`src/rtl/sc_dda_pkg.sv`:
```
package sc_dda_pkg;
  typedef enum logic [1:0] {
    CAD_NEVER  = 2'b00,
    CAD_EVERY4 = 2'b01,
    CAD_EVERY8 = 2'b10,
    CAD_OFF    = 2'b11
  } cad_mode_e;
endpackage

```
`src/rtl/sc_dda_mod_acc.sv`:
```
// Modular accumulator: adds inc plus carry-in, subtracts the modulus once on overflow.
module sc_dda_mod_acc #(
  parameter int W = 15
) (
  input  logic         clk,
  input  logic         rst,
  input  logic         clr,
  input  logic         en,
  input  logic [W-1:0] inc,
  input  logic [W-1:0] modulus,
  input  logic         cin,
  output logic [W-1:0] acc,
  output logic         cout
);
  logic [W:0] sum;
  logic [W:0] nxt;

  always_comb begin
    sum  = {1'b0, acc} + {1'b0, inc} + {{W{1'b0}}, cin};
    cout = en && (sum >= {1'b0, modulus});
    nxt  = cout ? (sum - {1'b0, modulus}) : sum;
  end

  always_ff @(posedge clk) begin
    if (rst || clr) acc <= '0;
    else if (en)    acc <= nxt[W-1:0];
  end
endmodule

```
`src/rtl/sc_dda_phase_acc.sv`:
```
// Coarse phase register, wraps at 2**PW.
module sc_dda_phase_acc #(
  parameter int PW = 12
) (
  input  logic          clk,
  input  logic          rst,
  input  logic          clr,
  input  logic          en,
  input  logic [PW-1:0] inc,
  input  logic          cin,
  output logic [PW-1:0] phase
);
  logic [PW-1:0] step;

  always_comb step = (en ? inc : '0) + {{(PW-1){1'b0}}, cin};

  always_ff @(posedge clk) begin
    if (rst || clr) phase <= '0;
    else            phase <= phase + step;
  end
endmodule

```
`src/rtl/sc_dda_cadence.sv`:
```
// Field counter deciding which field starts clear the accumulators.
module sc_dda_cadence
  import sc_dda_pkg::*;
#(
  parameter int LONG_PERIOD = 8
) (
  input  logic       clk,
  input  logic       rst,
  input  logic [1:0] mode,
  input  logic       field_start,
  output logic       clr
);
  localparam int CW = $clog2(LONG_PERIOD);
  localparam int SW = CW - 1;

  logic [CW-1:0] fcnt;
  logic          due;

  always_comb begin
    case (cad_mode_e'(mode))
      CAD_EVERY4: due = (fcnt[SW-1:0] == '0);
      CAD_EVERY8: due = (fcnt == '0);
      default:    due = 1'b0;
    endcase
    clr = field_start && due;
  end

  always_ff @(posedge clk) begin
    if (rst)              fcnt <= '0;
    else if (field_start) fcnt <= fcnt + 1'b1;
  end
endmodule

```
`src/rtl/sc_phase_dda.sv`:
```
module sc_phase_dda
  import sc_dda_pkg::*;
#(
  parameter int PHASE_W     = 12,
  parameter int FRAC_W      = 15,
  parameter int NUM_CORR    = 2,
  parameter int LONG_PERIOD = 8
) (
  input  logic               clk,
  input  logic               rst,
  input  logic               en_step,
  input  logic               en_frac,
  input  logic               en_fine,
  input  logic [PHASE_W-1:0] step_inc,
  input  logic [FRAC_W-1:0]  frac_inc,
  input  logic [FRAC_W-1:0]  frac_mod,
  input  logic [FRAC_W-1:0]  fine_inc,
  input  logic [FRAC_W-1:0]  fine_mod,
  input  logic [1:0]         cad_mode,
  input  logic               field_start,
  output logic [PHASE_W-1:0] phase
);
  // Correction chain index 0 is the finest stage; the last one feeds the phase.
  logic [FRAC_W-1:0] c_inc [NUM_CORR];
  logic [FRAC_W-1:0] c_mod [NUM_CORR];
  logic              c_en  [NUM_CORR];
  logic [FRAC_W-1:0] c_acc [NUM_CORR];
  logic              carry [NUM_CORR+1];
  logic              field_clr;
  logic [FRAC_W-1:0] frac2_acc;

  always_comb begin
    c_inc[0] = fine_inc;
    c_mod[0] = fine_mod;
    c_en[0]  = en_fine;
    c_inc[NUM_CORR-1] = frac_inc;
    c_mod[NUM_CORR-1] = frac_mod;
    c_en[NUM_CORR-1]  = en_frac;
  end

  assign carry[0]  = 1'b0;
  assign frac2_acc = c_acc[NUM_CORR-1];

  sc_dda_cadence #(.LONG_PERIOD(LONG_PERIOD)) u_cad (
    .clk(clk), .rst(rst), .mode(cad_mode),
    .field_start(field_start), .clr(field_clr)
  );

  genvar g;
  generate
    for (g = 0; g < NUM_CORR; g++) begin : g_corr
      sc_dda_mod_acc #(.W(FRAC_W)) u_stage (
        .clk(clk), .rst(rst), .clr(field_clr), .en(c_en[g]),
        .inc(c_inc[g]), .modulus(c_mod[g]), .cin(carry[g]),
        .acc(c_acc[g]), .cout(carry[g+1])
      );
    end
  endgenerate

  sc_dda_phase_acc #(.PW(PHASE_W)) u_phase (
    .clk(clk), .rst(rst), .clr(field_clr), .en(en_step),
    .inc(step_inc), .cin(carry[NUM_CORR]), .phase(phase)
  );
endmodule

```
`config.mk`:
```
export PLATFORM = sky130hd
export DESIGN_NAME = sc_phase_dda
export DESIGN_NICKNAME = d
export VERILOG_FILES = /design/src/rtl/sc_dda_pkg.sv /design/src/rtl/sc_dda_mod_acc.sv /design/src/rtl/sc_dda_phase_acc.sv /design/src/rtl/sc_dda_cadence.sv /design/src/rtl/sc_phase_dda.sv
export SDC_FILE = /design/constraint.sdc
export NUM_CORES = 1
export LEC_CHECK = 0
export ABC_AREA = 0
export BUFFER_PORTS_ARGS = -buffer_cell sky130_fd_sc_hd__buf_4
export CAP_MARGIN = 30
export CORE_MARGIN = 2
export CORE_UTILIZATION = 30
export CTS_CLUSTER_SIZE = 20
export DETAILED_ROUTE_END_ITERATION = 16
export GPL_ROUTABILITY_DRIVEN = 1
export GPL_TIMING_DRIVEN = 1
export PLACE_DENSITY_LB_ADDON = 0.12
export SYNTH_ARGS = -nofsm -noshare
export SYNTH_HDL_FRONTEND = slang
export SYNTH_SLANG_ARGS = --single-unit
export TNS_END_PERCENT = 5
```
`constraint.sdc`:
```
create_clock -name clk -period 8 [get_ports clk]
set_input_delay 0.8 -clock clk [delete_from_list [all_inputs] [get_ports clk]]
set_output_delay 0.8 -clock clk [all_outputs]
set_load 0.005 [all_outputs]
```
-- After elaboration in Yosys (flattened, before gate mapping)
Index checks and enable logic that the tools add are counted.
- add/sub/neg operators: 8
- magnitude comparators: 2
- equal/unequal tests: 2
- mux-type cells: 4
- reductions and logical operators: 6
- operators with widths (kind ; number):
    $add A15 B15 Y16 ; 2
    $ge A16 B15 Y1 ; 2
    $mux W15 ; 2
    $sub A15 B15 Y15 ; 2
    $add A16 B1 Y16 ; 1
    $add A12 B1 Y12 ; 1
    $add A12 B12 Y12 ; 1
    $mux W12 ; 1
    $add A3 B1 Y3 const B ; 1
    $logic_and A1 B1 Y1 ; 3
    $logic_not A3 Y1 ; 1
    $eq A2 B1 Y1 const B ; 1
    $eq A2 B2 Y1 const B ; 1
    $logic_not A2 Y1 ; 1
    $pmux W1 S2 ; 1
    $logic_or A1 B1 Y1 ; 1
- bits in registers: 45
- input bits: 80
- output and inout bits: 12
- word-level logic and storage cells: 26

-- Depth between registers and ports, before layout
Gate-level depths: netlist of the first run.
- word-level depth: 8
- depth in mapped cells: 41

-- Modules after synthesis
From an unflattened synthesis of the first run, not the netlist that was laid out.
- cells, all modules: 688
- area total of the unflattened synthesis: 5395.2 um2
- by module, submodules not included (module ; instances ; cells each ; area each (um2)):
    sc_dda_mod_acc (g_corr[0].u_stage) ; 1 ; 274 ; 2132.0
    sc_dda_mod_acc (g_corr[1].u_stage) ; 1 ; 281 ; 2118.3
    sc_dda_phase_acc ; 1 ; 110 ; 940.9
    sc_dda_cadence ; 1 ; 22 ; 200.2
    sc_phase_dda ; 1 ; 1 ; 3.8

-- Worst setup path after synthesis of the first run
OpenSTA, ideal clock, no wires.
- kind: in2reg
- start point: input fine_inc[0]
- end point: register u_phase.phase[10]
- library setup time: 128 ps
- data arrival time: 8584 ps
- path slack: -712 ps
- cell stages on the path: 41
- cell sequence: ha_1 fa_1 a211oi_1 o21bai_1 a31o_2 a211oi_1 a21oi_1 xor2_1 ha_1 nand3_1 nor3_1 a211oi_1 nand2_1 a211oi_4 buf_2 nand2b_1 fa_1 fa_1 [... 5 more ...] a211o_1 nor2b_1 ha_1 and2_1 and2_1 o211ai_1 nand3_2 o21ai_0 fa_1 fa_1 nor2b_1 o21ai_0 a21oi_1 o21ai_0 a21oi_1 a31oi_1 xor2_1 nor2_1
- word-level cells in the longest chain between the ends: 8
- RTL lines (element ; RTL line ; source):
    from (decl) ; sc_phase_dda.sv:17 ; input logic [FRAC_W-1:0] fine_inc,
    $add A15 B15 Y16 ; sc_dda_mod_acc.sv:19 ; sum = {1'b0, acc} + {1'b0, inc} + {{W{1'b0}}, cin};
    $ge A16 B15 Y1 ; sc_dda_mod_acc.sv:20 ; cout = en && (sum >= {1'b0, modulus});
    $logic_and A1 B1 Y1 ; sc_dda_mod_acc.sv:20 ;
    $add A16 B1 Y16 ; sc_dda_mod_acc.sv:19 ;
    $ge A16 B15 Y1 ; sc_dda_mod_acc.sv:20 ;
    $logic_and A1 B1 Y1 ; sc_dda_mod_acc.sv:20 ;
    $add A12 B1 Y12 ; sc_dda_phase_acc.sv:15 ; always_comb step = (en ? inc : '0) + {{(PW-1){1'b0}}, cin};
    $add A12 B12 Y12 ; sc_dda_phase_acc.sv:19 ; else phase <= phase + step;
    to (signal assigned) ; sc_dda_phase_acc.sv:19 ;
    to (decl) ; sc_dda_phase_acc.sv:11 ; output logic [PW-1:0] phase
Every way passes these cells.
A chain may end at the register's enable or synchronous reset.

-- Final worst setup path of the first run
- start point: input fine_inc[0]
- end point: register u_phase.phase[8]
Same word-level chain as after synthesis.

==> results of run 1 <==
==> area by class of cell <==
class,instances,area share [%]
repair buffers,210,21.62
well taps,220,3.739
clock buffers,5,1.700
flip-flops and latches,45,12.24
multi-input cells,531,57.17
clock inverters,3,0.8838
inverters,52,2.651
==> timing repair <==
item / CTS / global route
setup buffers: 12 / 6
pin swaps: 48 / 36
resized for setup: 28 / 25
endpoints found under the setup margin: 7 / 8
cloned: 0 / 0
==> worst paths after layout <==
check | slack [ps] | cells past startpoint | endpoint | from
setup / recovery | 100 | 41 | u_phase.phase[8]$_SDFF_PP0_ | fine_inc[0]
hold / removal | 490 | 2 | g_corr[0].u_stage.acc[2]$_SDFFE_PP0P_ | g_corr[0].u_stage.acc[2]$_SDFFE_PP0P_
setup reg to reg | 340 | 39 | u_phase.phase[8]$_SDFF_PP0_ | g_corr[0].u_stage.acc[1]$_SDFFE_PP0P_
hold reg to reg | 490 | 2 | g_corr[0].u_stage.acc[2]$_SDFFE_PP0P_ | g_corr[0].u_stage.acc[2]$_SDFFE_PP0P_
==> stage by stage <==
stage                     setup TNS [ps]  std cells  hold slack (ps)  power (W)  utilization, %
after floorplan                    -2306        642            454.2   0.001850               -
after global placement             -2798       1040            472.2   0.002610           40.97
after detailed placement           -3795       1040            483.4   0.002634           40.97
after CTS                         -190.6       1060            497.6   0.003033           43.44
after global routing               -1001       1066            524.3   0.003396           44.39
final                                  0       1066            493.4   0.003103           44.39
==> worst min-delay path, cell delays in order (launching register included) <==
cell      delay (ps)
dfxtp_1          320
nand3b_1          70
o21ai_1           50
==> placed cells by master, fill, tap and decap left out, drive strengths merged, types with 18 or more instances in the layout <==
cell    netlist  routed
ha           73      73
nand2        26      26
a211oi       18      18
dfxtp        45      45
o21ai        55      55
xnor2        35      35
buf           3     210
nor2         60      60
a21oi        61      61
nor3         18      18
inv          52      52
==> logic make-up after synthesis <==
family          share of synthesized area [%]
buf+inv                                 5.343
xor+xnor                                8.921
compound gates                          26.62
simple gates                            17.50
fa+ha+maj                               20.64
flops                                   17.65
mux                                     3.333
==> registers in the layout (all words and copies together), names as in the netlist <==
register	flops
g_corr.u_stage.acc	30
u_cad.fcnt	3
u_phase.phase	12
==> power breakdown <==
group	switching (W)	leakage, nW	internal (W)	total [W]
registers	0.0000416	0.372	0.000295	0.000336
clock network	0.000103	0.0938	0.000179	0.000282
logic	0.00121	3.15	0.00128	0.00248
total	0.00135	3.61	0.00175	0.00310
==> routing by layer <==
layer / GRT usage [%] / up-vias
met1: 21.89 / 2467
li1: - / 2727
met5: 0 / -
met2: 31.86 / 77
met4: 3.743 / 0
met3: 2.721 / 10
==> impl_metrics.yaml, run 1 <==
finish:
  syn2layout_area_growth_pct: 44.22
  nets: 1005
  multi_input_area_sq_mm: 0.004209
  seq_area_sq_um: 900.9
  n_fill_cell: 1708
  diodes: 0
  layout-drive-gt1-share_pct: 34.16
  final_area_sq_mm: 0.007362
clocking:
  cts_max_level: 2
  cts_tree: "done"
  cts_buffers: 5
  cts_buffer_depth: 2
  clk_pin_slew_ps: 70
  cts.sinks: 45
  clk_latency_ps: 300
  hold_buffers: 0
  root_buffer: "clkbuf_16"
synthesis:
  syn_area_sq_mm: 0.005105
  synth_warnings: 0
  ys_top_cells_by_count: "ha_1 (73), a21oi_1 (59), nor2_1 (58)"
  synth_cells: 642
  postSynthAreaPerCell_sq_um: 7.952
  synth_area_leader_cell: "ha_1"
  synth_most_common_cell: "ha_1"
  ys.flop_type: "dfxtp_1"
  ys_types: 58
  yosys-top-cells-area: "ha_1 (18%), dfxtp_1 (18%), xnor2_1 (6.0%)"
  synth_edf_count: 0
  async_flop_share_pct: 0
  yosysSeqAreaShare_pct: 17.65
  synth_top_area_share_pct: 17.89
  syn_nets: 802
  ys_ff_latch: 45
setup_path:
  crit_family: "compound AO/OA/AOI/OAI gates"
  cp.required_ps: 8180
  path_common_cell: "fa_2"
  critical_path_buf_inv_count: 4
  start_kind: "input pin"
  cp_data_arrival_time_ps: 8080
  crit_path_max_incr_delay_ps: 390
  slowest_stage: "fa_2"
  worstSetupPathType: "input pin to flop"
  crit_path_end_kind: "flop"
  worst-path-max-fanout: 4
sta:
  finClkSkew_ps: 8.305
  setup_viol_count_final: 0
  worst_pin_slew_ps: 397.0
  slew_headroom_pct: 73.53
  slew_violations: 0
  period_share_pct: 98.69
  clock.fmax_ghz: 0.1267
  finalHoldViolCount: 0
  fin_crit_ps: 7895
  grt_setup_unrepaired: "yes"
  setup_slack_ps: 104.6
global_route:
  grt.overflow.total: 0
  antenna_found_initial: 0
  grt_pass1_wl_um: 25470
  grt_max_degree: 33
  track_usage_pct: 17.56
  grt_pass1_vias: 5354
power:
  peakVddDrop_uv: 159.8
  power_density_mw_per_mm2: 421.5
  leakage_nw: 3.614
detailed_routing:
  drtAntennaViolNets: 0
  wl_per_cell_um: 14.70
  top_layer: "met4"
  dr_wl_met3_um: 511
  wl_met1_um: 7248
  drc: 0
  via_count: 5281
  met2_wirelength_um: 7728
  first_iter_violations: 230
  drt_pass1_iterations: 4
  wirelength_um: 15670
  vias_per_cell: 4.954
flow_run:
  maxCapViolCount: 0
place:
  post-place-ws_ps: -671.2
  gp_congestion: 0.8252
  io_buffers: 91
  placed_area_sq_mm: 0.006794
  hpwl_um: 12420
floorplanning:
  die_area_sq_mm: 0.01808
  ioPinCount: 92
  start_util_pct: 30.78
  core_area_sq_mm: 0.01658
  fp-row-count: 47
  die_x_um: 134.4
  die_h_um: 134.4
worst_hold_path:
  min_path_type: "flop to flop"
status:
  outcome: "finished, final reports clean"
Power figures use the tool's default switching activity.
==> inputs of run 2 (changes only) <==
--- a/config.mk
+++ b/config.mk
@@ -8,6 +8,7 @@
 export ABC_AREA = 0
 export BUFFER_PORTS_ARGS = -buffer_cell sky130_fd_sc_hd__buf_4
 export CAP_MARGIN = 30
+export CORE_ASPECT_RATIO = 0.6
 export CORE_MARGIN = 2
 export CORE_UTILIZATION = 30
 export CTS_CLUSTER_SIZE = 20
==> run 2 against run 1 <==
  * Die area grew 0.19%
  * Maximum frequency shrank 1.2%
  * Via count shrank 1.0%
  * First-iteration DRC count grew 14%
  * Clock-buffer cell count is the same
  * Sequential power is essentially flat
==> impl_metrics.yaml, run 2 (synthesized netlist as in run 1, its figures left out) <==
floorplanning:
  start_util_pct: 31.05
  core_area_sq_mm: 0.01644
  die_area_sq_mm: 0.01811
  ioPinCount: 92
  fp-row-count: 36
  die_x_um: 172.4
  die_h_um: 105.0
power:
  power.total_w: 0.002954
  leakage_nw: 3.511
  peakVddDrop_uv: 112.8
  power_density_mw_per_mm2: 414.0
clocking:
  cts_tree: "done"
  clk_latency_ps: 290
  clk_pin_slew_ps: 70
  cts_max_level: 2
  cts_buffers: 5
  root_buffer: "clkbuf_16"
  cts_buffer_depth: 2
  cts.sinks: 45
place:
  io_buffers: 91
  gp_congestion: 0.8555
  hpwl_um: 12790
global_route:
  grt_max_degree: 32
  grt_pass1_wl_um: 25390
  track_usage_pct: 17.65
  grt.overflow.total: 0
  grt_pass1_vias: 5005
  antenna_found_initial: 0
finish:
  layout_common_cells: "buf_4 (200), ha_1 (72), nor2_1 (57)"
  diodes: 0
  final_common_cell: "buf_4"
  largest_register_ff_count: 30
  syn2layout_area_growth_pct: 39.75
  largestRegisters: "g_corr.u_stage.acc x30, u_phase.phase x12, u_cad.fcnt x3"
  layout-drive-gt1-share_pct: 31.70
  n_fill_cell: 1644
  nets: 995
  regMostFlops: "g_corr.u_stage.acc"
  final_util_pct: 43.39
sta:
  hold_ws_ps: 493.1
  setup_viol_count_final: 0
  fin_crit_ps: 7992
  finalHoldViolCount: 0
  worst_pin_slew_ps: 703.8
  period_share_pct: 99.90
  fin_setup_tns_ps: 0
  finClkSkew_ps: 6.264
  slew_violations: 0
  clock.fmax_ghz: 0.1251
  grt_setup_unrepaired: "yes"
  slew_headroom_pct: 53.03
detailed_routing:
  wl_per_cell_um: 14.82
  first_iter_violations: 263
  drtAntennaViolNets: 0
  drt_pass1_iterations: 5
  wirelength_um: 15770
  drc: 0
  via_count: 5226
  vias_per_cell: 4.912
setup_path:
  worstSetupPathType: "input pin to flop"
  crit_path_max_incr_delay_ps: 380
  worst-path-max-fanout: 3
  cp.required_ps: 8180
  start_kind: "input pin"
  slowest_stage: "fa_2"
  path_common_cell: "fa_2"
  crit_path_end_kind: "flop"
  r2r_slack_ps: 310
  cp_data_arrival_time_ps: 8170
status:
  outcome: "finished, final reports clean"
worst_hold_path:
  min_path_type: "flop to flop"
flow_run:
  maxCapViolCount: 0
[run 2: critical path: cells and delay by family]
family                   cells  cell delay (ps)
AO/OA/AOI/OAI               19             3330
XOR/XNOR                     2              410
adder cells (fa/ha/maj)      8             2330
buffers and inverters        1              110
AND/OR/NAND/NOR             11             1180
[run 2: timing repair]
item                                   in CTS  in global routing
pin swaps                                  29                  8
endpoints found under the hold margin       0                  0
gates resized for setup                    17                 12
setup endpoints to repair                   6                  9
setup buffers                              12                  1
hold buffers                                0                  0
[run 2: power breakdown]
group,switching (W),total (W),internal (W)
logic,0.00121,0.00240,0.00120
clock network,0.0000993,0.000214,0.000115
registers,0.0000426,0.000337,0.000295
total,0.00135,0.00295,0.00161
[run 2: layout make-up]
class | instances | area [sq um] | share of cell area [%]
Clock buffer | 5 | 125.1 | 1.754
Sequential cell | 45 | 900.9 | 12.63
Timing Repair Buffer | 200 | 1501 | 21.05
Clock inverter | 3 | 17.52 | 0.2455
Inverter | 52 | 195.2 | 2.736
Tap cell | 228 | 285.3 | 3.999
Multi-Input combinational cell | 531 | 4109 | 57.59
[run 2: per-layer routing]
metal,track usage [%],up-vias,share of wire [%]
met3,3.636,12,5.5
met4,2.341,0,0.51
met5,0,-,0
met1,28.78,2394,57
met2,23.43,109,37
li1,-,2711,-
[run 2: per-stage QoR]
| step | setup WS (ps) | cells | cell area, sq um |
|---|---|---|---|
| after floorplan | -499.3 | 642 | 5159 |
| after CTS | -106.5 | 1063 | 7067 |
| final | 7.849 | 1064 | 7134 |
| after global placement | -472.4 | 1043 | 6766 |
| after detailed placement | -624.9 | 1043 | 6766 |
| after global routing | -410.9 | 1064 | 7134 |
[run 2: path summary, 6_finish.rpt]
path / to / startpoint / cells after the start
max: u_phase.phase[10]$_SDFF_PP0_ / fine_inc[0] / 41
min: g_corr[0].u_stage.acc[14]$_SDFFE_PP0P_ / g_corr[0].u_stage.acc[14]$_SDFFE_PP0P_ / 2
max reg2reg: u_phase.phase[10]$_SDFF_PP0_ / g_corr[0].u_stage.acc[1]$_SDFFE_PP0P_ / 39
min reg2reg: g_corr[0].u_stage.acc[14]$_SDFFE_PP0P_ / g_corr[0].u_stage.acc[14]$_SDFFE_PP0P_ / 2
